### src/rtl/blkxfer_engine.sv
module blkxfer_engine #(
  parameter int AW   = 16,
  parameter int DW   = 8,
  parameter int SLOT = 6
) (
  input  logic          clk,
  input  logic          rst_n,
  input  logic          start,
  input  logic [2:0]    mode,
  input  logic [AW-1:0] src_base,
  input  logic [AW-1:0] dst_base,
  input  logic [AW-1:0] length,
  output logic          busy,
  output logic          irq_inhibit,
  output logic          done,
  output logic          mem_rd,
  output logic          mem_wr,
  output logic [AW-1:0] mem_addr,
  output logic [DW-1:0] mem_wdata,
  input  logic [DW-1:0] mem_rdata
);
  localparam int PW = $clog2(SLOT);
  localparam logic [1:0] K_INC = 2'd0, K_DEC = 2'd1, K_ALT = 2'd2, K_FIX = 2'd3;

  logic [2:0]    mode_q;
  logic [AW-1:0] sb_q, db_q, idx, last;
  logic [PW-1:0] phase;
  logic [DW-1:0] data_q;
  logic [1:0]    skind, dkind;
  logic [AW-1:0] src_addr, dst_addr;

  function automatic logic [AW-1:0] walk(input logic [AW-1:0] b, input logic [1:0] k,
                                         input logic [AW-1:0] n);
    case (k)
      K_INC:   walk = b + n;
      K_DEC:   walk = b - n;
      K_ALT:   walk = b + {{(AW-1){1'b0}}, n[0]};
      default: walk = b;
    endcase
  endfunction

  always_comb begin
    case (mode_q)
      3'd1:    begin skind = K_DEC; dkind = K_DEC; end
      3'd2:    begin skind = K_ALT; dkind = K_INC; end
      3'd3:    begin skind = K_INC; dkind = K_ALT; end
      3'd4:    begin skind = K_INC; dkind = K_FIX; end
      default: begin skind = K_INC; dkind = K_INC; end
    endcase
  end

  assign src_addr    = walk(sb_q, skind, idx);
  assign dst_addr    = walk(db_q, dkind, idx);
  assign mem_rd      = busy && phase == PW'(0);
  assign mem_wr      = busy && phase == PW'(2);
  assign mem_addr    = mem_wr ? dst_addr : src_addr;
  assign mem_wdata   = data_q;
  assign irq_inhibit = busy;

  always_ff @(posedge clk) begin
    if (!rst_n) begin
      busy   <= 1'b0;
      done   <= 1'b0;
      mode_q <= '0;
      sb_q   <= '0;
      db_q   <= '0;
      idx    <= '0;
      last   <= '0;
      phase  <= '0;
      data_q <= '0;
    end else begin
      done <= 1'b0;
      if (!busy) begin
        if (start && mode <= 3'd4) begin
          busy   <= 1'b1;
          mode_q <= mode;
          sb_q   <= src_base;
          db_q   <= dst_base;
          last   <= length - AW'(1);
          idx    <= '0;
          phase  <= '0;
        end
      end else begin
        if (phase == PW'(1)) data_q <= mem_rdata;
        if (phase == PW'(SLOT-1)) begin
          phase <= '0;
          if (idx == last) begin
            busy <= 1'b0;
            done <= 1'b1;
          end else begin
            idx <= idx + AW'(1);
          end
        end else begin
          phase <= phase + PW'(1);
        end
      end
    end
  end

  p_wr_follows_rd_r6: assert property (@(posedge clk) disable iff (!rst_n)
    mem_wr |-> $past(mem_rd, 2));
  p_strobes_excl_r6: assert property (@(posedge clk) disable iff (!rst_n)
    !(mem_rd && mem_wr));
  p_done_single_r8: assert property (@(posedge clk) disable iff (!rst_n)
    done |=> !done);
  p_done_at_end_r8: assert property (@(posedge clk) disable iff (!rst_n)
    done |-> ($past(busy) && !busy));
  p_busy_start_r9: assert property (@(posedge clk) disable iff (!rst_n)
    (busy && start && !(phase == PW'(SLOT-1) && idx == last)) |=> (busy && $stable(sb_q) && $stable(db_q)));
  p_bad_mode_r11: assert property (@(posedge clk) disable iff (!rst_n)
    (!busy && start && mode > 3'd4) |=> !busy);
endmodule

### config.mk
export PLATFORM = sky130hd
export DESIGN_NAME = blkxfer_engine
export DESIGN_NICKNAME = d
export VERILOG_FILES = /design/src/rtl/blkxfer_engine.sv
export SDC_FILE = /design/constraint.sdc
export NUM_CORES = 1
export LEC_CHECK = 0
export CORE_MARGIN = 1
export CORE_UTILIZATION = 50
export DETAILED_ROUTE_END_ITERATION = 16
export HOLD_SLACK_MARGIN = 0.12
export PLACE_DENSITY = 0.77
export SLEW_MARGIN = 15
export SYNTH_ARGS = -nofsm -noshare
export SYNTH_HDL_FRONTEND = slang
export SYNTH_SLANG_ARGS = --single-unit
### constraint.sdc
create_clock -name clk -period 5 [get_ports clk]
set_input_delay 0.75 -clock clk [delete_from_list [all_inputs] [get_ports clk]]
set_output_delay 0.75 -clock clk [all_outputs]
set_load 0.01 [all_outputs]
==> impl_metrics.py <==
metrics = {
    "outcome": {
        "status": "finished with violations",
        "violations": "negative setup slack",
    },
    "worst_setup_path": {
        "arrival_ns": 4.35,
        "critPathMaxFanout": 4,
        "criticalPathCategory": "reg -> out",
        "cp.required_ns": 4.25,
        "critPathCaptureType": "output port",
        "worst_setup_path_start_kind": "flip-flop",
    },
    "sta": {
        "finalSetupTns_ns": -0.1030,
        "finalCritPeriodShare_pct": 102.1,
        "fmax_mhz": 196.0,
        "rsz0062_at_grt": "true",
        "hold_violations": 0,
        "setup_violations": 1,
        "tightest_slew_ns": 1.087,
        "relSlewSlack_pct": 27.13,
        "fin_skew_ns": 0.006042,
        "slew_viol_final": 0,
        "setup_ws_ns": -0.1030,
        "period_needed_ns": 5.103,
    },
    "route": {
        "drtAntennaViolNets": 0,
        "routed_wl_um": 17930,
        "vias": 6479,
        "drc_errors": 0,
        "first_pass_iters": 5,
        "drt-wirelength-per-cell_um": 15.59,
        "via_per_inst": 5.634,
        "drtIter0Drc": 476,
    },
    "placed_design": {
        "gp_congestion": 0.9885,
        "dpl.hpwl_um": 12930,
        "numPortBuffers": 90,
        "place_area_um2": 7715,
        "place_ws_ns": -0.2237,
    },
    "logic_synthesis": {
        "synth.distinct_cells": 64,
        "synth_fp_nets": 952,
        "synth_enable_flop_cells": 0,
        "synth_warnings": 0,
        "async_reset_ff_share_pct": 0,
        "synth_area_per_cell_um2": 7.445,
        "synth_flop_cell": "dfxtp_1",
        "netlist_area_um2": 6329,
        "ys_seq_area_share_pct": 25.31,
        "syn_inst": 850,
        "ys_ff_latch": 80,
    },
    "global_routing": {
        "gr-usage-all-layers_pct": 27.98,
        "antenna_found_initial": 0,
        "grt_pass1_vias": 5919,
        "grt_max_degree": 41,
        "grt_first_pass_wirelength_um": 28790,
        "grt.overflow.total": 0,
    },
    "pwr": {
        "pwr_density_cell_nw_per_um2": 202.8,
        "p_clk_share_pct": 40.2,
        "p_int_w": 0.001226,
        "switching_share_pct": 28.14,
        "seqPwrFrac_pct": 40.6,
        "power_switching_w": 0.0004802,
        "p_comb_share_pct": 19.2,
        "power_leakage_nw": 3.434,
        "vdd_drop_max_uv": 212.1,
        "power.total_w": 0.001707,
    },
    "clocking": {
        "clk_transition_reported_paths_ns": 0.06,
        "cts_sinks": 80,
        "clockBufferDepth": 2,
        "cts_tree": "built",
        "cts_max_level": 3,
        "cts_root_buf": "clkbuf_16",
        "clock_latency_ns": 0.35,
        "cts_inserted_buffers": 9,
    },
    "cells_and_area": {
        "design_area_um2": 8416,
        "syn2layout_area_growth_pct": 32.98,
        "diodes": 0,
        "final_common_cell": "nand2_1",
        "final_nets": 1079,
        "final_cell_mix": "nand2_1, buf_4, clkdlybuf4s50_1",
        "final_util_pct": 69.20,
        "layout-drive-gt1-share_pct": 17.62,
    },
    "floorplanning": {
        "die_y_um": 114.5,
        "dieArea_um2": 13110,
        "rows": 40,
        "core-area_um2": 12160,
        "die_w_um": 114.5,
        "start_util_pct": 52.04,
        "io_pins": 91,
    },
    "min_path": {
        "hold_class": "reg -> reg",
    },
    "run": {
        "cap_viol_max_count": 0,
    },
}
cells by family (layout without fill, tap and decap cells):
group | after synthesis | after routing | share of synthesized area (%)
AO/OA/AOI/OAI | 244 | 244 | 25.64
XOR/XNOR | 56 | 56 | 7.750
adder cells (fa/ha/maj) | 40 | 40 | 8.146
AND/OR/NAND/NOR | 336 | 336 | 25.52
buffers and inverters | 78 | 210 | 4.903
flip-flops | 80 | 80 | 25.31
multiplexers | 16 | 16 | 2.728
synthesized netlist by cell type, types with 2 or more instances:
library cell	number	share of area, %
a221oi_1	2	0.28
nor4_4	2	0.67
a211oi_1	14	1.7
mux2i_1	12	1.9
clkbuf_1	42	2.5
or3b_2	2	0.28
fa_1	2	0.63
a31oi_1	5	0.49
buf_2	5	0.40
mux2_2	2	0.36
and3_1	8	0.79
a21boi_0	37	4.4
nand2b_1	10	0.99
xor2_1	18	2.5
o21ai_0	54	4.3
nor2_1	54	3.2
buf_1	7	0.42
mux2_4	2	0.47
nor4_1	5	0.49
nor2b_1	13	1.3
ha_1	38	7.5
nor3b_2	2	0.40
a2111o_1	2	0.36
o21a_1	5	0.59
o31ai_1	12	1.4
nor3_1	38	3.0
inv_1	21	1.2
o211ai_1	5	0.59
or3_1	14	1.4
or4_1	2	0.24
and2_1	8	0.79
a21o_1	12	1.4
nand3_1	18	1.4
xnor2_1	38	5.3
o22ai_1	3	0.30
o21ba_2	2	0.32
a21oi_1	61	4.8
nor3b_1	6	0.71
dfxtp_1	80	25
nand2_1	144	8.5
nand3b_1	2	0.24
o211a_1	15	2.4
nand4_1	5	0.49
critical path, stage by stage, from the launching register on:
cell and delay (ns):
dfxtp_2 0.33, or4_4 0.55, nor4_4 0.23, nor3b_4 0.26, nor3b_4 0.24, nor3b_4 0.28, a21o_1 0.17, nand2_1 0.07
o31ai_2 0.09, ha_1 0.32, and2_4 0.20, nand3_1 0.09, o21ai_2 0.08, o21ba_4 0.23, nor4_4 0.36, xnor2_1 0.11
mux2_4 0.27, clkbuf_2 0.13
power by group through the flow:
stage	clock (W)	sequential [W]	combinational, W
finish	0.000687	0.000693	0.000327
global route	0.000720	0.000696	0.000359
CTS	0.000699	0.000692	0.000316
detailed placement	0	0.000707	0.000307
global placement	0	0.000706	0.000303
floorplan	0	0.000699	0.000176
layout make-up:
| cell class | instances | area, µm² |
|---|---|---|
| Tap cell | 168 | 210.2 |
| Multi-Input combinational cell | 692 | 4703 |
| Fill cell | 1007 | 3746 |
| Inverter | 22 | 82.58 |
| Timing Repair Buffer | 172 | 1513 |
| Sequential cell | 80 | 1603 |
| Clock buffer | 9 | 225.2 |
| Clock inverter | 7 | 78.83 |
path summary, 6_finish.rpt:
| kind | from | end | slack (ns) | cells past startpoint |
|---|---|---|---|---|
| hold / removal | sb_q[0] | sb_q[0] | 0.47 | 2 |
| hold reg to reg | sb_q[0] | sb_q[0] | 0.47 | 2 |
| setup / recovery | idx[1] | mem_addr[15] | -0.10 | 17 |
| setup reg to reg | idx[4] | idx[11] | 2.25 | 9 |
stage by stage:
step | hold slack, ns | cells
global route | 0.5073 | 1150
floorplan | 0.4478 | 850
detailed placement | 0.4641 | 1118
CTS | 0.4725 | 1140
finish | 0.4741 | 1150
global placement | 0.4622 | 1118
flip-flops by register name (all words and copies together) (netlist names):
register,count
idx,16
mem_wdata,8
mode_q,3
sb_q,16
db_q,16
done,1
phase,3
busy,1
last,16
metal layers:
layer	up-vias	GRT usage (%)	part of all wire, %
met5	-	0	0
met4	0	11.60	2.8
met3	34	5.453	6.7
met2	212	44.65	46
met1	2971	36.88	45
li1	3262	-	-
timing repair:
| action | CTS | global route |
|---|---|---|
| hold buffers | 0 | 0 |
| buffers inserted | 6 | 10 |
| hold endpoints to repair | 0 | 0 |
| resized for setup | 44 | 46 |
| pin swaps | 9 | 15 |
| endpoints found under the setup margin | 9 | 10 |
(Power assumes the default switching activity.)
